==> config.mk <==
export PLATFORM = sky130hd
export DESIGN_NAME = digit_scan_strobe
export DESIGN_NICKNAME = d
export VERILOG_FILES = /design/src/rtl/dscan_pkg.sv /design/src/rtl/dscan_slot_timer.sv /design/src/rtl/dscan_sequencer.sv /design/src/rtl/dscan_strobe_gate.sv /design/src/rtl/digit_scan_strobe.sv
export SDC_FILE = /design/constraint.sdc
export NUM_CORES = 1
export LEC_CHECK = 0
export BUFFER_PORTS_ARGS = -buffer_cell sky130_fd_sc_hd__buf_2
export CAP_MARGIN = 15
export CORE_MARGIN = 10
export CORE_UTILIZATION = 56
export CTS_BUF_LIST = sky130_fd_sc_hd__clkbuf_4
export DETAILED_ROUTE_END_ITERATION = 7
export MAX_ROUTING_LAYER = met4
export PLACE_DENSITY_LB_ADDON = 0.3
export SLEW_MARGIN = 20
export SYNTH_ARGS = -nofsm -noshare
export SYNTH_HDL_FRONTEND = slang
export SYNTH_SLANG_ARGS = --single-unit
==> constraint.sdc <==
create_clock -name clk -period 2.2 [get_ports clk]
set_input_delay 0.11 -clock clk [delete_from_list [all_inputs] [get_ports clk]]
set_output_delay 0.11 -clock clk [all_outputs]
set_load 0.01 [all_outputs]
==> src/rtl/dscan_pkg.sv <==
package dscan_pkg;

  // Length in cycles of a digit slot; the first slot after a capture is longer.
  function automatic int unsigned slot_cycles(input logic first,
                                              input int unsigned base,
                                              input int unsigned extra);
    return first ? base + extra : base;
  endfunction

  // Cycle index inside a slot at which the capture strobe fires.
  function automatic int unsigned strobe_point(input logic first,
                                               input int unsigned half,
                                               input int unsigned extra);
    return first ? half + extra : half;
  endfunction

endpackage

==> src/rtl/dscan_slot_timer.sv <==
module dscan_slot_timer
  import dscan_pkg::*;
#(
  parameter int unsigned SLOT_BASE   = 200,
  parameter int unsigned FIRST_EXTRA = 1
) (
  input  logic clk,
  input  logic rst_n,
  input  logic run,
  input  logic restart,
  input  logic first,
  output logic slot_end,
  output logic mid_hit
);
  localparam int unsigned MID = SLOT_BASE / 2;
  localparam int unsigned CW  = $clog2(SLOT_BASE + FIRST_EXTRA + 1);

  logic [CW-1:0] cnt;
  logic [CW-1:0] last_idx;
  logic [CW-1:0] fire_idx;

  assign last_idx = CW'(slot_cycles(first, SLOT_BASE, FIRST_EXTRA) - 1);
  assign fire_idx = CW'(strobe_point(first, MID, FIRST_EXTRA));
  assign slot_end = run && (cnt == last_idx);
  assign mid_hit  = run && (cnt == fire_idx);

  always_ff @(posedge clk or negedge rst_n) begin
    if (!rst_n)                          cnt <= '0;
    else if (restart || slot_end || !run) cnt <= '0;
    else                                  cnt <= cnt + CW'(1);
  end


  cnt_in_slot_chk: assert property (@(posedge clk) disable iff (!rst_n)
    run |-> cnt <= last_idx);
endmodule

==> src/rtl/dscan_sequencer.sv <==
module dscan_sequencer #(
  parameter int unsigned NUM_DIGITS = 5,
  localparam int unsigned IW = (NUM_DIGITS > 1) ? $clog2(NUM_DIGITS) : 1
) (
  input  logic          clk,
  input  logic          rst_n,
  input  logic          eoc,
  input  logic          ovr,
  input  logic          slot_end,
  output logic          active,
  output logic          first,
  output logic          armed,
  output logic [IW-1:0] idx
);
  localparam logic [IW-1:0] TOP = IW'(NUM_DIGITS - 1);

  logic ovr_run;
  logic last_slot;

  assign last_slot = slot_end && (idx == '0);

  always_ff @(posedge clk or negedge rst_n) begin
    if (!rst_n) begin
      active  <= 1'b0;
      first   <= 1'b0;
      armed   <= 1'b0;
      ovr_run <= 1'b0;
      idx     <= TOP;
    end else if (eoc) begin
      active  <= 1'b1;
      first   <= 1'b1;
      armed   <= !ovr;
      ovr_run <= ovr;
      idx     <= TOP;
    end else if (active && slot_end) begin
      first <= 1'b0;
      if (idx == '0) begin
        armed <= 1'b0;
        idx   <= TOP;
        if (ovr_run) active <= 1'b0;
      end else begin
        idx <= idx - IW'(1);
      end
    end
  end


  restart_top_chk: assert property (@(posedge clk) disable iff (!rst_n)
    (eoc && !ovr) |=> (active && first && armed && idx == TOP));

  digit_step_chk: assert property (@(posedge clk) disable iff (!rst_n)
    (active && slot_end && !eoc && idx != '0) |=> (idx == $past(idx) - IW'(1)));

  armed_clear_chk: assert property (@(posedge clk) disable iff (!rst_n)
    (active && last_slot && !eoc) |=> !armed);

  ovr_idle_chk: assert property (@(posedge clk) disable iff (!rst_n)
    (ovr_run && active && last_slot && !eoc) |=> !active);
endmodule

==> src/rtl/dscan_strobe_gate.sv <==
module dscan_strobe_gate #(
  parameter int unsigned NUM_DIGITS = 5
) (
  input  logic clk,
  input  logic rst_n,
  input  logic eoc,
  input  logic mid_hit,
  input  logic armed,
  output logic strobe_n
);
  localparam int unsigned PW = $clog2(NUM_DIGITS + 2);

  logic          fire;
  logic [PW-1:0] pulses;

  assign fire     = mid_hit && armed;
  // Low only in the low phase of the clock of the firing cycle.
  assign strobe_n = ~(fire & ~clk);

  always_ff @(posedge clk or negedge rst_n) begin
    if (!rst_n)    pulses <= '0;
    else if (eoc)  pulses <= '0;
    else if (fire) pulses <= pulses + PW'(1);
  end


  strobe_budget_chk: assert property (@(posedge clk) disable iff (!rst_n)
    fire |-> (pulses < PW'(NUM_DIGITS)));
endmodule

==> src/rtl/digit_scan_strobe.sv <==
module digit_scan_strobe #(
  parameter int unsigned NUM_DIGITS  = 5,
  parameter int unsigned SLOT_BASE   = 200,
  parameter int unsigned FIRST_EXTRA = 1,
  localparam int unsigned BCD_W = 4,
  localparam int unsigned DW    = NUM_DIGITS * BCD_W,
  localparam int unsigned IW    = (NUM_DIGITS > 1) ? $clog2(NUM_DIGITS) : 1
) (
  input  logic                  clk,
  input  logic                  rst_n,
  input  logic                  eoc_i,
  input  logic                  ovr_i,
  input  logic [DW-1:0]         digits_i,
  output logic [NUM_DIGITS-1:0] digit_sel,
  output logic [BCD_W-1:0]      bcd_o,
  output logic                  strobe_n
);
  logic          active;
  logic          first;
  logic          armed;
  logic [IW-1:0] idx;
  logic          slot_end;
  logic          mid_hit;
  logic [DW-1:0] held;

  dscan_sequencer #(.NUM_DIGITS(NUM_DIGITS)) u_seq (
    .clk(clk), .rst_n(rst_n), .eoc(eoc_i), .ovr(ovr_i), .slot_end(slot_end),
    .active(active), .first(first), .armed(armed), .idx(idx));

  dscan_slot_timer #(.SLOT_BASE(SLOT_BASE), .FIRST_EXTRA(FIRST_EXTRA)) u_tmr (
    .clk(clk), .rst_n(rst_n), .run(active), .restart(eoc_i), .first(first),
    .slot_end(slot_end), .mid_hit(mid_hit));

  dscan_strobe_gate #(.NUM_DIGITS(NUM_DIGITS)) u_stb (
    .clk(clk), .rst_n(rst_n), .eoc(eoc_i), .mid_hit(mid_hit), .armed(armed),
    .strobe_n(strobe_n));

  always_ff @(posedge clk or negedge rst_n) begin
    if (!rst_n)     held <= '0;
    else if (eoc_i) held <= digits_i;
  end

  for (genvar g = 0; g < NUM_DIGITS; g++) begin : g_sel
    assign digit_sel[g] = active && (idx == IW'(g));
  end

  always_comb begin
    bcd_o = '0;
    if (active) bcd_o = held[int'(idx) * BCD_W +: BCD_W];
  end


  sel_onehot_chk: assert property (@(posedge clk) disable iff (!rst_n)
    $onehot0(digit_sel) && (!active || $countones(digit_sel) == 1));

  bcd_hold_chk: assert property (@(posedge clk) disable iff (!rst_n)
    (!eoc_i && !slot_end) |=> $stable(bcd_o));
endmodule

==> impl_metrics.yaml, run 1 <==
route:
  vias: 1394
  viasPerCell: 5.78
  drtPass1Iterations: 4
  post-route-drc-count: 0
  wl_um: 4050
  ant_nets: 0
  drtIter0Drc: 117
  post_drt_wl_per_cell_um: 16.8
synth:
  syn-num-nets: 175
  syn_area_um2: 1710
  synth_warnings: 0
  synthMostInstantiatedCell: "dfrtp_1"
  synth_fa_ha_area_share_pct: 0.734
  synth_edf_count: 0
  synthArstFlopShare_pct: 100
  synth_simple_gate_area_share_pct: 16.7
  synth_top_family_by_area: "multiplexers"
  synth_compound_area_share_pct: 6.90
  synth-xor-area-share_pct: 3.08
  ys_types: 33
  synthTopCellsByArea: "dfrtp_1, mux2_2, mux4_2"
  synth.avg_cell_area_um2: 11.4
  synthTopCellsByCount: "dfrtp_1, mux2_2, nor2_1, nand3_1, nand2_1"
  seq_area_frac_synth_pct: 51.4
  yosysTopAreaCellShare_pct: 49.9
  synth_ff_type: "dfrtp_1"
  synth-seq-cells: 35
  netlist_instances: 150
  synth.area.mux_share_pct: 18.5
  synth_largest_area_cell: "dfrtp_1"
global_route:
  grt_start_max_net_pins: 36
  grt_pass1_vias: 1459
  antenna_found_initial: 0
  grt_overflow: 0
  grt_pass1_wl_um: 6650
  grt.total_usage_pct: 16.5
timing:
  setup_viol: 0
  fin_crit_sh_pct: 91.5
  hold_viol: 0
  period_minus_slack_ns: 2.01
  tns_ns: 0
  slew_violations: 0
  max_slew_margin_pct: 50.3
  fin_skew_ns: 0.000610
  tightestPinTransition_ns: 0.746
  rsz0062_at_grt: "no"
  max_freq_mhz: 497
cells_and_area:
  final_cell_area_um2: 2200
  regArea_um2: 878
  nets: 234
  drive_above_1_share_pct: 34.8
  antennaDiodeCount: 0
  multi_input_area_um2: 786
  fill_cells: 176
  area_growth_pct: 28.9
critical_path:
  setup.worst_path.end_class: "output port"
  crit_path_max_fanout: 14
  worstSetupPathType: "reg -> out"
  worstPathArrival_ns: 1.90
  cp.required_ns: 2.09
  cp-start-kind: "flip-flop"
clock_tree:
  cts_tree: "built"
  path_clk_slew_ns: 0.11
  insertion_delay_ns: 0.44
power_and_ir_drop:
  p_leak_nw: 0.963
  power_density_nw_per_um2: 597
  peakVddDrop_uv: 486
job:
  drv_cap: 0
floorplan:
  std_cell_rows: 19
  die_w_um: 75.2
  boundaryPins: 34
  die-area_um2: 5650
  die_y_um: 75.2
  core_um2: 2830
  start_util_pct: 60.3
placement:
  dpl.hpwl_um: 2670
  placed_cell_area_um2: 1900
  gp_congestion: 0.859
  port_buffers: 33
hold_path:
  hp-class: "in -> reg"
outcome:
  status: "complete, no violations"
power by group:
group | switching (mW) | internal [mW]
clock | 0.228 | 0.197
sequential | 0.0317 | 0.688
combinational | 0.0673 | 0.102
total | 0.327 | 0.987
worst max-delay path, stage by stage, from the launching register on:
cell and delay (ns):
dfrtp_2 0.56, mux4_2 0.55, nand2b_1 0.11, a21boi_0 0.09, buf_2 0.15
path summary, 6_finish.rpt:
check                              start            to  slack [ns]  cells after the start
max                         u_seq.idx[0]      bcd_o[2]        0.19                      4
min                                eoc_i       held[1]        0.16                      2
max reg2reg                 u_tmr.cnt[2]  u_seq.idx[1]        0.37                      4
min reg2reg                u_seq.ovr_run  u_seq.active        0.50                      1
max in group asynchronous          rst_n  u_seq.idx[0]        1.43                      2
min in group asynchronous          rst_n  u_tmr.cnt[1]        0.25                      2
cells in the final DEF (no fill, tap or decap), types with 2 or more instances in the layout:
master	instances
nor3_1	4
nand3_1	10
a21boi_0	4
xnor2_1	5
a21oi_1	2
dfrtp_1	33
mux2_2	20
mux4_2	4
buf_2	33
nand4b_1	2
inv_1	3
dlygate4sd3_1	22
nor2_1	12
and3_1	2
nand2_1	9
nor4b_1	2
nand2b_1	8
o21ai_0	4
buf_4	3
clkbuf_4	9
area by class of cell:
type | instances | share of cell area (%)
well taps | 31 | 1.76
inverters | 3 | 0.512
multi-input cells | 103 | 35.7
repair buffers | 57 | 18.3
flip-flops and latches | 35 | 40.0
clock buffers | 10 | 3.30
clock inverters | 2 | 0.398
logic make-up after synthesis:
group | count (synthesis)
AND/OR/NAND/NOR | 55
multiplexers | 24
XOR/XNOR | 6
AO/OA/AOI/OAI | 17
flip-flops | 35
adder cells (fa/ha/maj) | 1
buffers and inverters | 12
per-stage QoR:
stage / hold WS (ns) / total power [mW] / util [%] / instances / setup WS [ns]
CTS: 0.150 / 1.32 / 77.6 / 241 / 0.0396
detailed placement: 0.214 / 0.876 / 67.1 / 208 / 0.432
global route: 0.135 / 1.39 / 77.7 / 241 / 0.0875
floorplan: -0.186 / 0.812 / - / 150 / 0.523
finish: 0.160 / 1.31 / 77.7 / 241 / 0.188
global placement: 0.209 / 0.865 / 67.1 / 208 / 0.498
state kept, by name (all words and copies together), names as in the netlist:
signal,count
u_tmr.cnt,8
held,20
u_seq.idx,3
u_seq.armed,1
u_seq.first,1
u_seq.ovr_run,1
u_seq.active,1
metal layers:
| layer | wire [um] | track usage [%] |
|---|---|---|
| met2 | 2070 | 25.7 |
| met4 | 82 | 8.04 |
| met3 | 286 | 8.67 |
| met1 | 1610 | 16.7 |
| met5 | 0 | - |
what timing repair did:
| item | CTS | global route |
|---|---|---|
| setup endpoints to repair | 0 | 4 |
| hold buffers | 22 | 0 |
| endpoints found under the hold margin | 56 | 0 |
| setup buffers | 0 | 0 |
| gates resized for setup | 0 | 2 |
Note: power is estimated with default switching activity, not from simulation.
==> inputs of run 2 (changes only) <==
==> constraint.sdc (replaced) <==
create_clock -name clk -period 2.2 [get_ports clk]
set_input_delay 0.44 -clock clk [delete_from_list [all_inputs] [get_ports clk]]
set_output_delay 0.44 -clock clk [all_outputs]
set_load 0.01 [all_outputs]
==> run 2 against run 1 <==
Compared with the run above: the run now ends with negative setup slack left; global-route usage decreased by 0.55 points; clock power is essentially flat; critical endpoint is now bcd_o[0]; cell area is 8.0% lower; highest routed layer unchanged.
==> impl_metrics.yaml, run 2 (same netlist as run 1, synthesis figures left out) <==
cells_and_area:
  largest_reg_flops: 20
  antennaDiodeCount: 0
  layout_common_cells: "buf_2, dfrtp_1, mux2_2, nor2_1, nand3_1"
  nets: 215
  fill_cells: 215
  largest_register: "held"
  final_cell_area_um2: 2020
  layout.cells.most_common: "buf_2"
  top_regs: "held (20), u_tmr.cnt (8), u_seq.idx (3)"
  drive_above_1_share_pct: 41.9
  area_growth_pct: 18.6
critical_path:
  r2r_slack_ns: 0.36
  cp.required_ns: 1.76
  worstPathArrival_ns: 1.77
  r2r_start: "u_tmr.cnt[2]"
  cp-start-kind: "flip-flop"
  crit_path_max_fanout: 6
  worstSetupPathType: "reg -> out"
  r2r_end: "u_seq.idx[1]"
  r2r_cells: 4
  setup.worst_path.end_class: "output port"
timing:
  slew_violations: 0
  tns_ns: -0.0121
  setup_viol: 1
  rsz0062_at_grt: "yes"
  fin_skew_ns: 0.00821
  fin_crit_sh_pct: 101
  worst_hold_slack_ns: 0.0349
  period_minus_slack_ns: 2.21
  max_freq_mhz: 452
  hold_viol: 0
  tightestPinTransition_ns: 0.746
  timing.final.ws_setup_ns: -0.0121
  max_slew_margin_pct: 50.3
outcome:
  violations: "negative setup slack"
  status: "finished with violations"
route:
  post_drt_wl_per_cell_um: 17.8
  drtIter0Drc: 151
  vias: 1311
  wl_um: 3950
  viasPerCell: 5.91
  ant_nets: 0
  post-route-drc-count: 0
  drtPass1Iterations: 6
floorplan:
  boundaryPins: 34
  std_cell_rows: 19
  die_y_um: 75.2
  die_w_um: 75.2
  core_um2: 2830
  start_util_pct: 60.3
  die-area_um2: 5650
placement:
  dpl.hpwl_um: 2810
  placed_cell_area_um2: 1900
  port_buffers: 33
  gp_congestion: 0.855
power_and_ir_drop:
  p_leak_nw: 0.897
  peakVddDrop_uv: 450
  power_density_nw_per_um2: 634
clock_tree:
  cts_hold_buf: 0
  insertion_delay_ns: 0.46
  cts_tree: "built"
  path_clk_slew_ns: 0.10
global_route:
  grt.total_usage_pct: 15.9
  grt_start_max_net_pins: 36
  grt_pass1_vias: 1362
  grt_overflow: 0
  grt_pass1_wl_um: 6370
  antenna_found_initial: 0
job:
  drv_cap: 0
hold_path:
  hp-class: "in -> async"
## run 2: worst max path at each step
stage | from | cells after the start | endpoint
3_3_place_gp | clk | 3 | strobe_n
5_1_grt | u_seq.idx[0] | 4 | bcd_o[0]
3_5_place_dp | u_seq.idx[0] | 4 | bcd_o[0]
6_report | u_seq.idx[0] | 4 | bcd_o[0]
2_1_floorplan | clk | 2 | strobe_n
4_1_cts | u_seq.idx[1] | 4 | bcd_o[0]
## run 2: routing by layer
metal  GRT usage, %  up-vias  routed length [um]
met4           9.90        0                 114
li1               -      610                   -
met5              -        -                   0
met1           17.3      642                1610
met3           8.28       11                 252
met2           22.6       48                1970
## run 2: final cells by class
type	instances	area, um2	share of cell area (%)
multi-input combinational	103	803	39.7
tap	31	38.8	1.92
clock buffer	10	72.6	3.59
timing repair buffer	39	213	10.5
inverter	3	11.3	0.557
sequential	35	880	43.5
clock inverter	1	5.00	0.247
## run 2: stage by stage
stage / power, mW / utilization (%) / setup slack (ns) / cells
6_report: 1.28 / 71.5 / -0.0121 / 222
5_1_grt: 1.35 / 71.5 / -0.104 / 222
4_1_cts: 1.30 / 70.8 / -0.0589 / 221
3_5_place_dp: 0.879 / 67.1 / 0.199 / 208
3_3_place_gp: 0.868 / 67.1 / 0.219 / 208
2_1_floorplan: 0.812 / - / 0.285 / 150
## run 2: timing repair
| action | CTS | global route |
|---|---|---|
| setup buffers | 3 | 1 |
| setup endpoints to repair | 7 | 6 |
| pin swaps | 2 | 0 |
| gates resized for setup | 6 | 4 |
| hold endpoints to repair | 0 | 0 |
## run 2: where the power goes
group / switching (mW) / total (mW) / leakage, nW / internal, mW
logic: 0.0612 / 0.139 / 0.426 / 0.0778
registers: 0.0324 / 0.720 / 0.419 / 0.688
clock network: 0.224 / 0.423 / 0.0512 / 0.199
## run 2: worst max-delay path, stage by stage (launching register included)
cell	delay, ns
dfrtp_2	0.48
mux4_2	0.51
nand2b_1	0.08
a21boi_1	0.08
buf_2	0.16
